**src/rtl/cfgw_pkg.sv**
```systemverilog
package cfgw_pkg;
  localparam int CFG_BYTES = 8;
  localparam int BYTE_W    = 8;
  localparam int OP_W      = 4;

  typedef struct packed {
    logic [CFG_BYTES-1:0] byteHit;
    logic [BYTE_W-1:0]    dataByte;
    logic                 opIdle;
    logic                 dcOff;
    logic                 dcOn;
    logic                 icOff;
    logic                 icOn;
    logic                 ieOn;
    logic                 ieOff;
  } cfg_strobe_t;
endpackage

```
**src/rtl/cfg_addr_decode.sv**
```systemverilog
module cfg_addr_decode
  import cfgw_pkg::*;
#(
  parameter int ADDR_W  = 32,
  parameter int ID_W    = 3,
  parameter logic [15:0] BASE_HI = 16'h1F0F
) (
  input  logic              clk,
  input  logic              rstN,
  input  logic              reqValid,
  input  logic              writeReq,
  input  logic              supervisor,
  input  logic [ADDR_W-1:0] addrIn,
  input  logic [ID_W-1:0]   chipId,
  output cfg_strobe_t       strobe,
  output logic              cfgReady,
  output logic              timerAck
);
  localparam int SEL_W    = $clog2(CFG_BYTES);
  localparam int DATA_LSB = 2;
  localparam int SEL_LSB  = DATA_LSB + BYTE_W;
  localparam int ID_LSB   = SEL_LSB + SEL_W;
  localparam int BASE_LSB = ID_LSB + ID_W;

  logic             hit;
  logic [SEL_W-1:0] byteSel;
  logic [OP_W-1:0]  opCode;
  logic [BYTE_W-1:0] dataByte;
  logic             byteZero;

  assign dataByte = addrIn[SEL_LSB-1:DATA_LSB];
  assign byteSel  = addrIn[ID_LSB-1:SEL_LSB];
  assign opCode   = dataByte[5:2];
  assign hit = reqValid && writeReq && supervisor
            && (addrIn[ADDR_W-1:BASE_LSB] == BASE_HI)
            && (addrIn[BASE_LSB-1:ID_LSB] == chipId)
            && (addrIn[DATA_LSB-1:0] == '0);

  for (genvar i = 0; i < CFG_BYTES; i++) begin : g_hit
    assign strobe.byteHit[i] = hit && (byteSel == SEL_W'(i));
  end

  assign byteZero        = strobe.byteHit[0];
  assign strobe.dataByte = dataByte;

  always_comb begin
    strobe.opIdle = 1'b0;
    strobe.dcOff  = 1'b0;
    strobe.dcOn   = 1'b0;
    strobe.icOff  = 1'b0;
    strobe.icOn   = 1'b0;
    strobe.ieOn   = 1'b0;
    strobe.ieOff  = 1'b0;
    if (byteZero) begin
      unique case (opCode)
        4'b0000: strobe.opIdle = 1'b1;
        4'b0001: strobe.dcOff  = 1'b1;
        4'b0010: strobe.dcOn   = 1'b1;
        4'b0011: strobe.icOff  = 1'b1;
        4'b0100: strobe.icOn   = 1'b1;
        4'b0110: strobe.ieOn   = 1'b1;
        4'b0111: strobe.ieOff  = 1'b1;
        default: ;
      endcase
    end
  end

  always_ff @(posedge clk) begin
    if (!rstN) begin
      cfgReady <= 1'b0;
      timerAck <= 1'b0;
    end else begin
      cfgReady <= hit;
      timerAck <= byteZero && (opCode == 4'b0101);
    end
  end
endmodule

```
**src/rtl/cfg_store.sv**
```systemverilog
module cfg_store
  import cfgw_pkg::*;
(
  input  logic                          clk,
  input  logic                          rstN,
  input  cfg_strobe_t                   strobe,
  output logic [CFG_BYTES*BYTE_W-1:0]   cfgReg,
  output logic                          dataPcEn,
  output logic                          instrPcEn,
  output logic                          intOutEn
);
  logic [1:0] testBits;
  logic [1:0] refreshLo;

  always_ff @(posedge clk) begin
    if (!rstN) begin
      testBits  <= '0;
      refreshLo <= '0;
    end else if (strobe.opIdle) begin
      testBits  <= strobe.dataByte[1:0];
      refreshLo <= strobe.dataByte[7:6];
    end
  end

  assign cfgReg[BYTE_W-1:0] = {refreshLo, 4'b0000, testBits};

  for (genvar b = 1; b < CFG_BYTES; b++) begin : g_byte
    logic [BYTE_W-1:0] held;
    always_ff @(posedge clk) begin
      if (!rstN)                 held <= '0;
      else if (strobe.byteHit[b]) held <= strobe.dataByte;
    end
    assign cfgReg[b*BYTE_W +: BYTE_W] = held;
  end

  always_ff @(posedge clk) begin
    if (!rstN) begin
      dataPcEn  <= 1'b0;
      instrPcEn <= 1'b0;
      intOutEn  <= 1'b0;
    end else begin
      if (strobe.dcOn)       dataPcEn  <= 1'b1;
      else if (strobe.dcOff) dataPcEn  <= 1'b0;
      if (strobe.icOn)       instrPcEn <= 1'b1;
      else if (strobe.icOff) instrPcEn <= 1'b0;
      if (strobe.ieOn)       intOutEn  <= 1'b1;
      else if (strobe.ieOff) intOutEn  <= 1'b0;
    end
  end
endmodule

```
**src/rtl/cfg_writer.sv**
```systemverilog
module cfg_writer
  import cfgw_pkg::*;
#(
  parameter int ADDR_W = 32,
  parameter int ID_W   = 3,
  parameter logic [15:0] BASE_HI = 16'h1F0F
) (
  input  logic                        clk,
  input  logic                        rstN,
  input  logic                        reqValid,
  input  logic                        writeReq,
  input  logic                        supervisor,
  input  logic [ADDR_W-1:0]           addrIn,
  input  logic [ID_W-1:0]             chipId,
  output logic                        cfgReady,
  output logic [CFG_BYTES*BYTE_W-1:0] cfgReg,
  output logic                        dataPcEn,
  output logic                        instrPcEn,
  output logic                        intOutEn,
  output logic                        timerAck
);
  cfg_strobe_t strobe;

  cfg_addr_decode #(.ADDR_W(ADDR_W), .ID_W(ID_W), .BASE_HI(BASE_HI)) i_decode (
    .clk(clk), .rstN(rstN), .reqValid(reqValid), .writeReq(writeReq),
    .supervisor(supervisor), .addrIn(addrIn), .chipId(chipId),
    .strobe(strobe), .cfgReady(cfgReady), .timerAck(timerAck)
  );

  cfg_store i_store (
    .clk(clk), .rstN(rstN), .strobe(strobe), .cfgReg(cfgReg),
    .dataPcEn(dataPcEn), .instrPcEn(instrPcEn), .intOutEn(intOutEn)
  );
endmodule

```
**config.mk**
```make
export PLATFORM = sky130hd
export DESIGN_NAME = cfg_writer
export DESIGN_NICKNAME = d
export VERILOG_FILES = /design/src/rtl/cfgw_pkg.sv /design/src/rtl/cfg_addr_decode.sv /design/src/rtl/cfg_store.sv /design/src/rtl/cfg_writer.sv
export SDC_FILE = /design/constraint.sdc
export NUM_CORES = 1
export LEC_CHECK = 0
export BUFFER_PORTS_ARGS = -buffer_cell sky130_fd_sc_hd__buf_2
export CAP_MARGIN = 15
export CORE_MARGIN = 5
export CORE_UTILIZATION = 45
export CTS_CLUSTER_SIZE = 20
export DETAILED_ROUTE_END_ITERATION = 10
export HOLD_SLACK_MARGIN = 0.05
export PLACE_DENSITY_LB_ADDON = 0.15
export RECOVER_POWER = 50
export SLEW_MARGIN = 30
export SYNTH_ARGS = -nofsm -noshare
export SYNTH_HDL_FRONTEND = slang
export SYNTH_SLANG_ARGS = --single-unit
```
**constraint.sdc**
```tcl
create_clock -name clk -period 2.8 [get_ports clk]
set_input_delay 0.14 -clock clk [delete_from_list [all_inputs] [get_ports clk]]
set_output_delay 0.14 -clock clk [all_outputs]
set_load 0.05 [all_outputs]
```
==> reports/qor.txt, run 1 <==
Layout cell share with drive strength beyond 1: 18.0%
Tcrit/Tclk final: 69.5%
Top delay family on crit path: simple AND/OR/NAND/NOR gates
IO Count: 109
Starting density of the core: 46.1%
Rel. slew slack: 57.1%
Global-route usage over all layers: 17.3%
Vias per cell: 4.79
Initial DRT Pass Iterations: 4
LEAKAGE: 0.00138 µW
Critical path type: in2reg
Fin Clk Skew: 0 ns
CP Cell Sequence: buf_2 -> and4b_1 -> nand4_1 -> or4_4 -> or4_4 -> mux2i_1
Crit path DAT: 2.16 ns
FF+latch count, synth: 65
CTS Buf Count: 9
RSZ-0062 raised after global routing: no
Hold crit path type: in2reg
Top cells by area, synth: dfxtp_1, mux2i_1, nor2b_1
Top_reg_cell synth: dfxtp_1
Grt total ovfl: 0
DRC: 0
Final core occ: 57.4%
Status: finished, final reports clean
Synth top area share: 47.6%
Mapped Cells: 267
Gp weighted congestion: 0.740
First-pass GRT wire length: 10200 µm
Critical path data required time: 3.02 ns
Total Wirelength: 6390 µm
Post-synth EDFFs: 0
Root buffer cell: clkbuf_8
Bufs and invs on worst path: 1
WL/cell: 14.1 µm
Final non-filler cell total: 453
TritonCTS Sinks: 65
Synthesized area: 2730 µm²
DR vias: 2170
Post-CTS Setup Repair Bufs: 0
Die width: 87.9 µm
Slew @ Worst Pin: 0.646 ns
Maximum VDD drop: 0.000453 V
Clk slew on worst S/H paths: 0.06 ns
WHS: 0.137 ns
H-tree depth: 3
Syn_area_per_cell: 10.2 µm²
Power Dens Cells: 525 nW/µm²
Post-synth ARST share: 0%
Fillers: 580
Antenna violations before repair: 0
Yosys warns: 0
DIE AREA: 7730 µm²
Post-CTS sizing: 0
Worst Setup Start Kind: input port
Final ANT Viol Nets: 0
Slowest cell on crit path: or4_4
IO buf count: 104
N_diodes: 0
Nets: 413
Met1 WL: 2880 µm
Peak Freq: 514 MHz
Sum Neg Setup Slack: 0 ns
Largest net degree at the start of global routing: 41
Final setup viols: 0
Synth unique cells: 30
Sequential area share after synthesis: 47.6%
Final hold vios: 0
Die height: 87.9 µm
Worst skew pair latency: 0.33 ns
Post-DP HPWL: 4650 µm
Detailed-routed wire length on met2: 2860 µm
Post-CTS Hold Buffers: 0
CORE AREA: 5920 µm²
DRT iter0 DRCs: 98
Slew Limit Fails: 0
# rows: 28
Crit-path max FO: 8
Uppermost layer routed: met4
Maximum clock path buffer count: 2
Placed Cells: 437
Crit path largest cell delay: 0.70 ns
Critical path endpoint category: register
Vias in the first global route: 2099
Metal3 WL: 560 µm
Min Tclk post-route: 1.95 ns
Maxcap violations: 0
Most used cell, CP: or4_4
Yosys top cell by area: dfxtp_1
Area grow syn2layout: 24.5%
CTS tree: done
[power breakdown]
group / internal, µW / switching (µW) / total (µW)
clock network: 433 / 324 / 757
logic: 39.1 / 65.7 / 105
registers: 925 / 0.00000503 / 925
total: 1400 / 389 / 1790
[registers in the layout, indices dropped and copies added (netlist names)]
| register | count |
|---|---|
| i_store.testBits | 2 |
| i_decode.cfgReady | 1 |
| i_store.g_byte.held | 56 |
| i_decode.timerAck | 1 |
| i_store.dataPcEn | 1 |
| i_store.intOutEn | 1 |
| i_store.refreshLo | 2 |
| i_store.instrPcEn | 1 |
[area by class of cell]
type	instances	area (µm²)	share of cell area (%)
Timing Repair Buffer	110	487	14.3
Sequential cell	65	1300	38.3
Clock buffer	13	149	4.38
Multi-Input combinational cell	184	1320	38.8
Tap cell	75	93.8	2.76
Clock inverter	3	40.0	1.18
Inverter	3	11.3	0.331
[through the flow]
stage          power (µW)  worst slack (ns)  cell area [µm²]
6_report             1790             0.855             3400
4_1_cts              1820              1.01             3490
2_1_floorplan        1010             0.766             2740
3_3_place_gp         1050             0.702             3300
3_5_place_dp         1050             0.647             3300
5_1_grt              1860             0.621             3400
[cells in the mapped netlist, drive strengths merged (3+ instances only)]
cell type / count
buf: 6
clkbuf: 12
dfxtp: 65
inv: 3
mux2i: 60
nand2: 43
nand3: 7
nand4: 3
nor2: 4
nor2b: 33
nor4: 8
or4: 4
xnor2: 3
[final timing paths]
kind              cells after the start                        end  slack [ns]                       from
setup / recovery                      6        i_store.testBits[0]        0.85                 addrIn[20]
hold / removal                        3  i_store.g_byte[6].held[7]        0.14                  addrIn[9]
setup reg to reg                      2           i_store.dataPcEn        2.11           i_store.dataPcEn
hold reg to reg                       2  i_store.g_byte[1].held[5]        0.46  i_store.g_byte[1].held[5]
[metal layers]
metal | GRT usage [%] | vias up
met1 | 21.2 | 977
li1 | - | 1118
met4 | 6.97 | 0
met2 | 27.1 | 66
met5 | 0 | -
met3 | 7.34 | 9
[cells in the final DEF, fill, tap and decap left out, drive strengths merged]
master | netlist | final
or4 | 4 | 4
nor2 | 4 | 4
buf | 6 | 47
and2 | 1 | 1
o31ai | 1 | 1
nor3 | 1 | 1
o211ai | 2 | 2
nand3b | 2 | 2
nor2b | 33 | 33
conb | 1 | 4
dfxtp | 65 | 65
bufinv | 0 | 1
mux2i | 60 | 60
inv | 3 | 3
clkinv | 0 | 2
nand4 | 3 | 3
and4bb | 1 | 1
nor4 | 8 | 8
xor2 | 1 | 1
xnor2 | 3 | 3
nand2 | 43 | 43
o311ai | 2 | 2
nand3 | 7 | 7
nand4bb | 1 | 1
and4b | 1 | 1
clkbuf | 12 | 76
nand2b | 2 | 2
[worst register-to-register path, delay by kind of cell, from the launching register on]
family | cells | cell delay (ns)
DFF | 1 | 0.37
AOI/OAI and AO/OA | 2 | 0.26
[kinds of logic after synthesis]
logic type                after synthesis  share of synthesized area [%]
xor gates and xnor gates                4                           1.28
buffers and inverters                  21                           3.99
and+or+nand+nor                       111                           23.5
muxes                                  60                           22.0
DFF                                    65                           47.6
other                                   1                          0.137
AOI/OAI and AO/OA                       5                           1.47
No activity file was read; power rests on OpenSTA's default activity.
==> run 2, diff against run 1 <==
--- a/config.mk
+++ b/config.mk
@@ -5,6 +5,7 @@
 export SDC_FILE = /design/constraint.sdc
 export NUM_CORES = 1
 export LEC_CHECK = 0
+export ABC_AREA = 1
 export BUFFER_PORTS_ARGS = -buffer_cell sky130_fd_sc_hd__buf_2
 export CAP_MARGIN = 15
 export CORE_MARGIN = 5
==> constraint.sdc (replaced) <==
create_clock -name clk -period 1.7 [get_ports clk]
set_input_delay 0.085 -clock clk [delete_from_list [all_inputs] [get_ports clk]]
set_output_delay 0.085 -clock clk [all_outputs]
set_load 0.05 [all_outputs]
==> run 2 against run 1 <==
Effect of this change:
- non-clock buffer count fell by 2
- sequential power rose by 64%
- sequential share of layout area decreased by 4.9 points
- largest cell class unchanged
- largest power group unchanged
- highest routed layer unchanged
==> reports/qor.txt, run 2 <==
Most frequent cells in the layout: nor2_1, nand2_1, inv_1
Worst Setup Start Kind: input port
Hold crit path type: in2reg
CORE AREA: 7140 µm²
Fillers: 768
Clk slew on worst S/H paths: 0.08 ns
CTS Buf Count: 9
Crit path largest cell delay: 0.28 ns
IO Count: 109
Slew Limit Fails: 0
Yosys top cell by area: dfxtp_1
Most common cell after layout, fill and taps aside: nor2_1
CP Cell Sequence: buf_2 -> nor3_1 -> nand3b_2 -> nor2_8 -> buf_4 -> nand3_4 -> nand2_2 -> nand2_1 -> nor2_1
Biggest registers after layout: i_store.g_byte.held: 56 flops, i_store.refreshLo: 2 flops, i_store.testBits: 2 flops
Total Wirelength: 8000 µm
Global-route usage over all layers: 18.7%
N_diodes: 0
Post-synth EDFFs: 0
Critical path data required time: 1.97 ns
Top delay family on crit path: simple AND/OR/NAND/NOR gates
Critical R2R Launch: i_store.g_byte[3].held[6]
FF+latch count, synth: 65
Most numerous cell in the Yosys netlist: nor2_1
Worst skew pair latency: 0.33 ns
Starting density of the core: 45.5%
Status: finished, final reports clean
DR vias: 3004
IO buf count: 104
Area of the multi-input gates: 1430 µm²
R2R Setup Slk: 1.00 ns
Post-DP HPWL: 5710 µm
Sequential area share after synthesis: 40.1%
Largest register by flop count: i_store.g_byte.held
WHS: 0.115 ns
Bufs and invs on worst path: 2
Sum Neg Setup Slack: 0 ns
Post-CTS Setup Repair Bufs: 0
Crit path DAT: 1.53 ns
Layout cell share with drive strength beyond 1: 16.3%
LEAKAGE: 0.00214 µW
DIE AREA: 9010 µm²
Final hold vios: 0
CTS tree: done
Critical path startpoint: addrIn[30]
Tcrit/Tclk final: 74.4%
Placed Area: 3760 µm²
Largest net degree at the start of global routing: 49
Maximum VDD drop: 0.000471 V
Fin Clk Skew: 0 ns
Critical path type: in2reg
# rows: 31
Maxcap violations: 0
Slowest cell on crit path: nor3_1
Final setup viols: 0
Vias per cell: 4.28
Initial DRT Pass Iterations: 4
Rel. slew slack: 57.0%
Syn_area_per_cell: 6.45 µm²
Register area: 1300 µm²
Tot Pwr: 3220 µW
Top cells by area, synth: dfxtp_1, nor2_1, nand2_1
Post-synth ARST share: 0%
Post-CTS Hold Buffers: 0
Vias in the first global route: 2720
Maximum clock path buffer count: 2
Antenna violations before repair: 0
Top_reg_cell synth: dfxtp_1
WL/cell: 11.4 µm
H-tree depth: 3
Power Dens Cells: 825 nW/µm²
RSZ-0062 raised after global routing: no
Post-CTS sizing: 0
Min-delay src: addrIn[8]
Max reg flops: 56
Critical path endpoint category: register
Final ANT Viol Nets: 0
Die width: 94.9 µm
Crit-path max FO: 16
DRC: 0
Peak Freq: 790 MHz
Synthesized area: 3250 µm²
DRT iter0 DRCs: 111
Synth unique cells: 25
Grt total ovfl: 0
Slew @ Worst Pin: 0.647 ns
Die height: 94.9 µm
Synth top area share: 40.1%
Nets: 638
Gp weighted congestion: 0.843
Synth cell count leaders: nor2_1, nand2_1, inv_1
TritonCTS Sinks: 65
Area grow syn2layout: 20.2%
Post-route cell area: 3900 µm²
Root buffer cell: clkbuf_8
Yosys warns: 0
Mapped Cells: 503
Min Tclk post-route: 1.27 ns
First-pass GRT wire length: 12800 µm
run 2: final timing paths:
check	to	cells past startpoint
worst max-delay path	i_store.g_byte[3].held[6]	9
worst min-delay path	i_store.g_byte[6].held[6]	3
worst min register to register	i_store.instrPcEn	2
worst max register to register	i_store.g_byte[3].held[6]	4
run 2: cell type report:
class,instances,area share [%]
clock buffer,10,3.53
clock inverter,6,2.31
inverter,88,8.46
multi-input combinational,326,36.6
sequential,65,33.3
tap,99,3.17
timing repair buffer,108,12.6
run 2: kinds of logic (layout without fill, tap and decap cells):
kind of cell    after synthesis  count (layout)  synth area share [%]
other cells                   1               4                 0.115
flops                        65              65                  40.1
compound gates                2               2                 0.308
simple gates                320             320                  43.5
buf+inv                     115             212                  16.0
run 2: where the power goes:
group	internal (µW)	leakage (µW)	total [µW]	switching, µW
sequential	1520	0.000523	1520	0.0000224
combinational	60.9	0.00151	208	147
clock	871	0.000113	1490	622
run 2: layer usage:
metal  up-vias  part of all wire (%)  track usage [%]
met3         4                   5.6             6.06
met1      1307                    44             23.3
li1       1623                     -                -
met4         0                  0.66             4.69
met2        70                    49             31.2
met5         -                     0                0
run 2: worst reg2reg max path: cells and delay by family, from the launching register on:
kind / cells / cell delay (ns)
buffers and inverters: 1 / 0.06
DFF: 1 / 0.36
and+or+nand+nor: 3 / 0.22
run 2: through the flow:
stage	setup WS [ns]	util [%]	cells
global placement	0.204	52.6	686
floorplan	0.459	-	506
detailed placement	0.167	52.6	686
CTS	0.515	55.8	702
global route	0.261	54.7	702
finish	0.435	54.7	702
==> run 3, diff against run 2 <==
==> constraint.sdc (replaced) <==
create_clock -name clk -period 1.1 [get_ports clk]
set_input_delay 0.055 -clock clk [delete_from_list [all_inputs] [get_ports clk]]
set_output_delay 0.055 -clock clk [all_outputs]
set_load 0.05 [all_outputs]
==> run 3 against run 2 <==
Effect of this change:
- power grew 50%
- worst setup slack worse by 0.36 ns
- flip-flop and latch count stayed put
- combinational power grew 81%
- clock power is 40% higher
- via count rose by 3.0%
- sequential share of layout area fell by 2.1 points
- sequential power rose by 55%
- count of clock-buffer cells in the layout rose by 4
- critical path depth shrank 8
- final cell count grew 2.1%
- global-route usage rose by 0.30 points
==> reports/qor.txt, run 3 (same netlist as run 2, synthesis figures left out) <==
IO Count: 109
Sum Neg Setup Slack: 0 ns
Grt total ovfl: 0
Worst Setup Start Kind: register
Initial DRT Pass Iterations: 4
Final hold vios: 0
Largest register by flop count: i_store.g_byte.held
Final ANT Viol Nets: 0
Fillers: 727
Critical path endpoint category: output port
Min Tclk post-route: 1.02 ns
Register area: 1300 µm²
Most common cell after layout, fill and taps aside: nor2_1
Layout cell share with drive strength beyond 1: 28.6%
CTS tree: done
Post-DP HPWL: 5940 µm
Crit path largest cell delay: 0.36 ns
CORE AREA: 7140 µm²
Slew Limit Fails: 0
Tcrit/Tclk final: 93.1%
Global-route usage over all layers: 19.0%
Critical path data required time: 1.04 ns
Root buffer cell: clkbuf_8
Power Dens Cells: 1160 nW/µm²
N_diodes: 0
Vias in the first global route: 2940
IO buf count: 104
Nets: 653
Maximum VDD drop: 0.000919 V
Crit path DAT: 0.97 ns
Final core occ: 58.4%
Final worst slack: 0.0760 ns
# rows: 31
Die height: 94.9 µm
Total Wirelength: 8160 µm
CTS Buf Count: 9
Hold crit path type: in2reg
Final setup viols: 0
LEAKAGE: 0.00247 µW
RSZ-0062 raised after global routing: yes
Area of the multi-input gates: 1490 µm²
TritonCTS Sinks: 65
Top delay family on crit path: flip-flops
WL/cell: 11.4 µm
DRC: 0
Largest net degree at the start of global routing: 36
Starting density of the core: 45.5%
DP Worst Slack: -0.271 ns
Gp weighted congestion: 0.805
Placed Area: 3940 µm²
Maximum clock path buffer count: 2
First-pass GRT wire length: 13100 µm
Maxcap violations: 0
Worst skew pair latency: 0.33 ns
CP Cell Sequence: buf_2
Status: finished, final reports clean
Max reg flops: 56
Fin Clk Skew: 0 ns
H-tree depth: 3
Most frequent cells in the layout: nor2_1, nand2_1, buf_2
Vias per cell: 4.31
Area grow syn2layout: 28.4%
Critical path type: reg2out
DRT iter0 DRCs: 90
Clk slew on worst S/H paths: 0.06 ns
Post-route cell area: 4170 µm²
Die width: 94.9 µm
Peak Freq: 977 MHz
Biggest registers after layout: i_store.g_byte.held: 56 flops, i_store.refreshLo: 2 flops, i_store.testBits: 2 flops
Antenna violations before repair: 0
Slowest cell on crit path: dfxtp_1
DR vias: 3093
Crit-path max FO: 2
Bufs and invs on worst path: 1
DIE AREA: 9010 µm²
## run 3: cell types whose count changed in the layout (fill, tap and decap cells not counted), moves of 2 or more
cell,before,now
inv_1,86,84
clkbuf_1,57,2
nor2_1,141,139
nand3_1,6,4
nand2_2,15,18
buf_12,1,4
buf_4,3,13
clkbuf_8,10,12
nor2_4,2,4
nand2_1,135,132
buf_2,47,104
## run 3: worst reg2reg max path, cell delays in order (launching register included)
cell	delay, ns
dfxtp_1	0.36
inv_1	0.05
nand2_1	0.06
nand2_1	0.05
nor2_1	0.10
## run 3: through the flow
stage                     hold slack [ns]  total power [µW]  instances
after floorplan                     0.274              2620        506
after global placement              0.411              2770        700
after detailed placement            0.393              2780        700
after CTS                          0.0575              4880        717
after global routing               0.0699              5010        717
final                              0.0744              4820        717
## run 3: power breakdown
| group | internal, µW | switching [µW] |
|---|---|---|
| Sequential | 2350 | 0.0000327 |
| Clock | 1230 | 863 |
| Combinational | 127 | 249 |
| Total | 3710 | 1110 |
## run 3: path summary, 6_finish.rpt
path	start	slack, ns	end	cells past startpoint
setup / recovery	i_store.g_byte[1].held[1]	0.08	cfgReg[9]	1
setup reg to reg	i_store.g_byte[1].held[1]	0.43	i_store.g_byte[1].held[1]	4
hold / removal	addrIn[0]	0.07	i_decode.cfgReady	4
hold reg to reg	i_store.dataPcEn	0.46	i_store.dataPcEn	2
## run 3: layer usage
metal | up-vias | GRT usage, % | wire, µm
met5 | - | 0 | 0
met4 | 0 | 7.81 | 133
met3 | 14 | 6.22 | 572
met1 | 1338 | 22.6 | 3530
met2 | 85 | 31.5 | 3930
li1 | 1656 | - | -
## run 3: repair_timing
| item | 4_1_cts | 5_1_grt |
|---|---|---|
| setup buffers | 0 | 0 |
| endpoints found under the setup margin | 0 | 28 |
| resized for setup | 0 | 2 |
| hold endpoints to repair | 1 | 0 |
| hold buffers | 1 | 0 |
## run 3: cell type report
| type | instances | share of cell area (%) |
|---|---|---|
| clock buffer | 14 | 4.14 |
| clock inverter | 2 | 0.840 |
| inverter | 88 | 7.98 |
| multi-input combinational | 326 | 35.7 |
| sequential | 65 | 31.2 |
| tap | 99 | 2.97 |
| timing repair buffer | 123 | 17.2 |
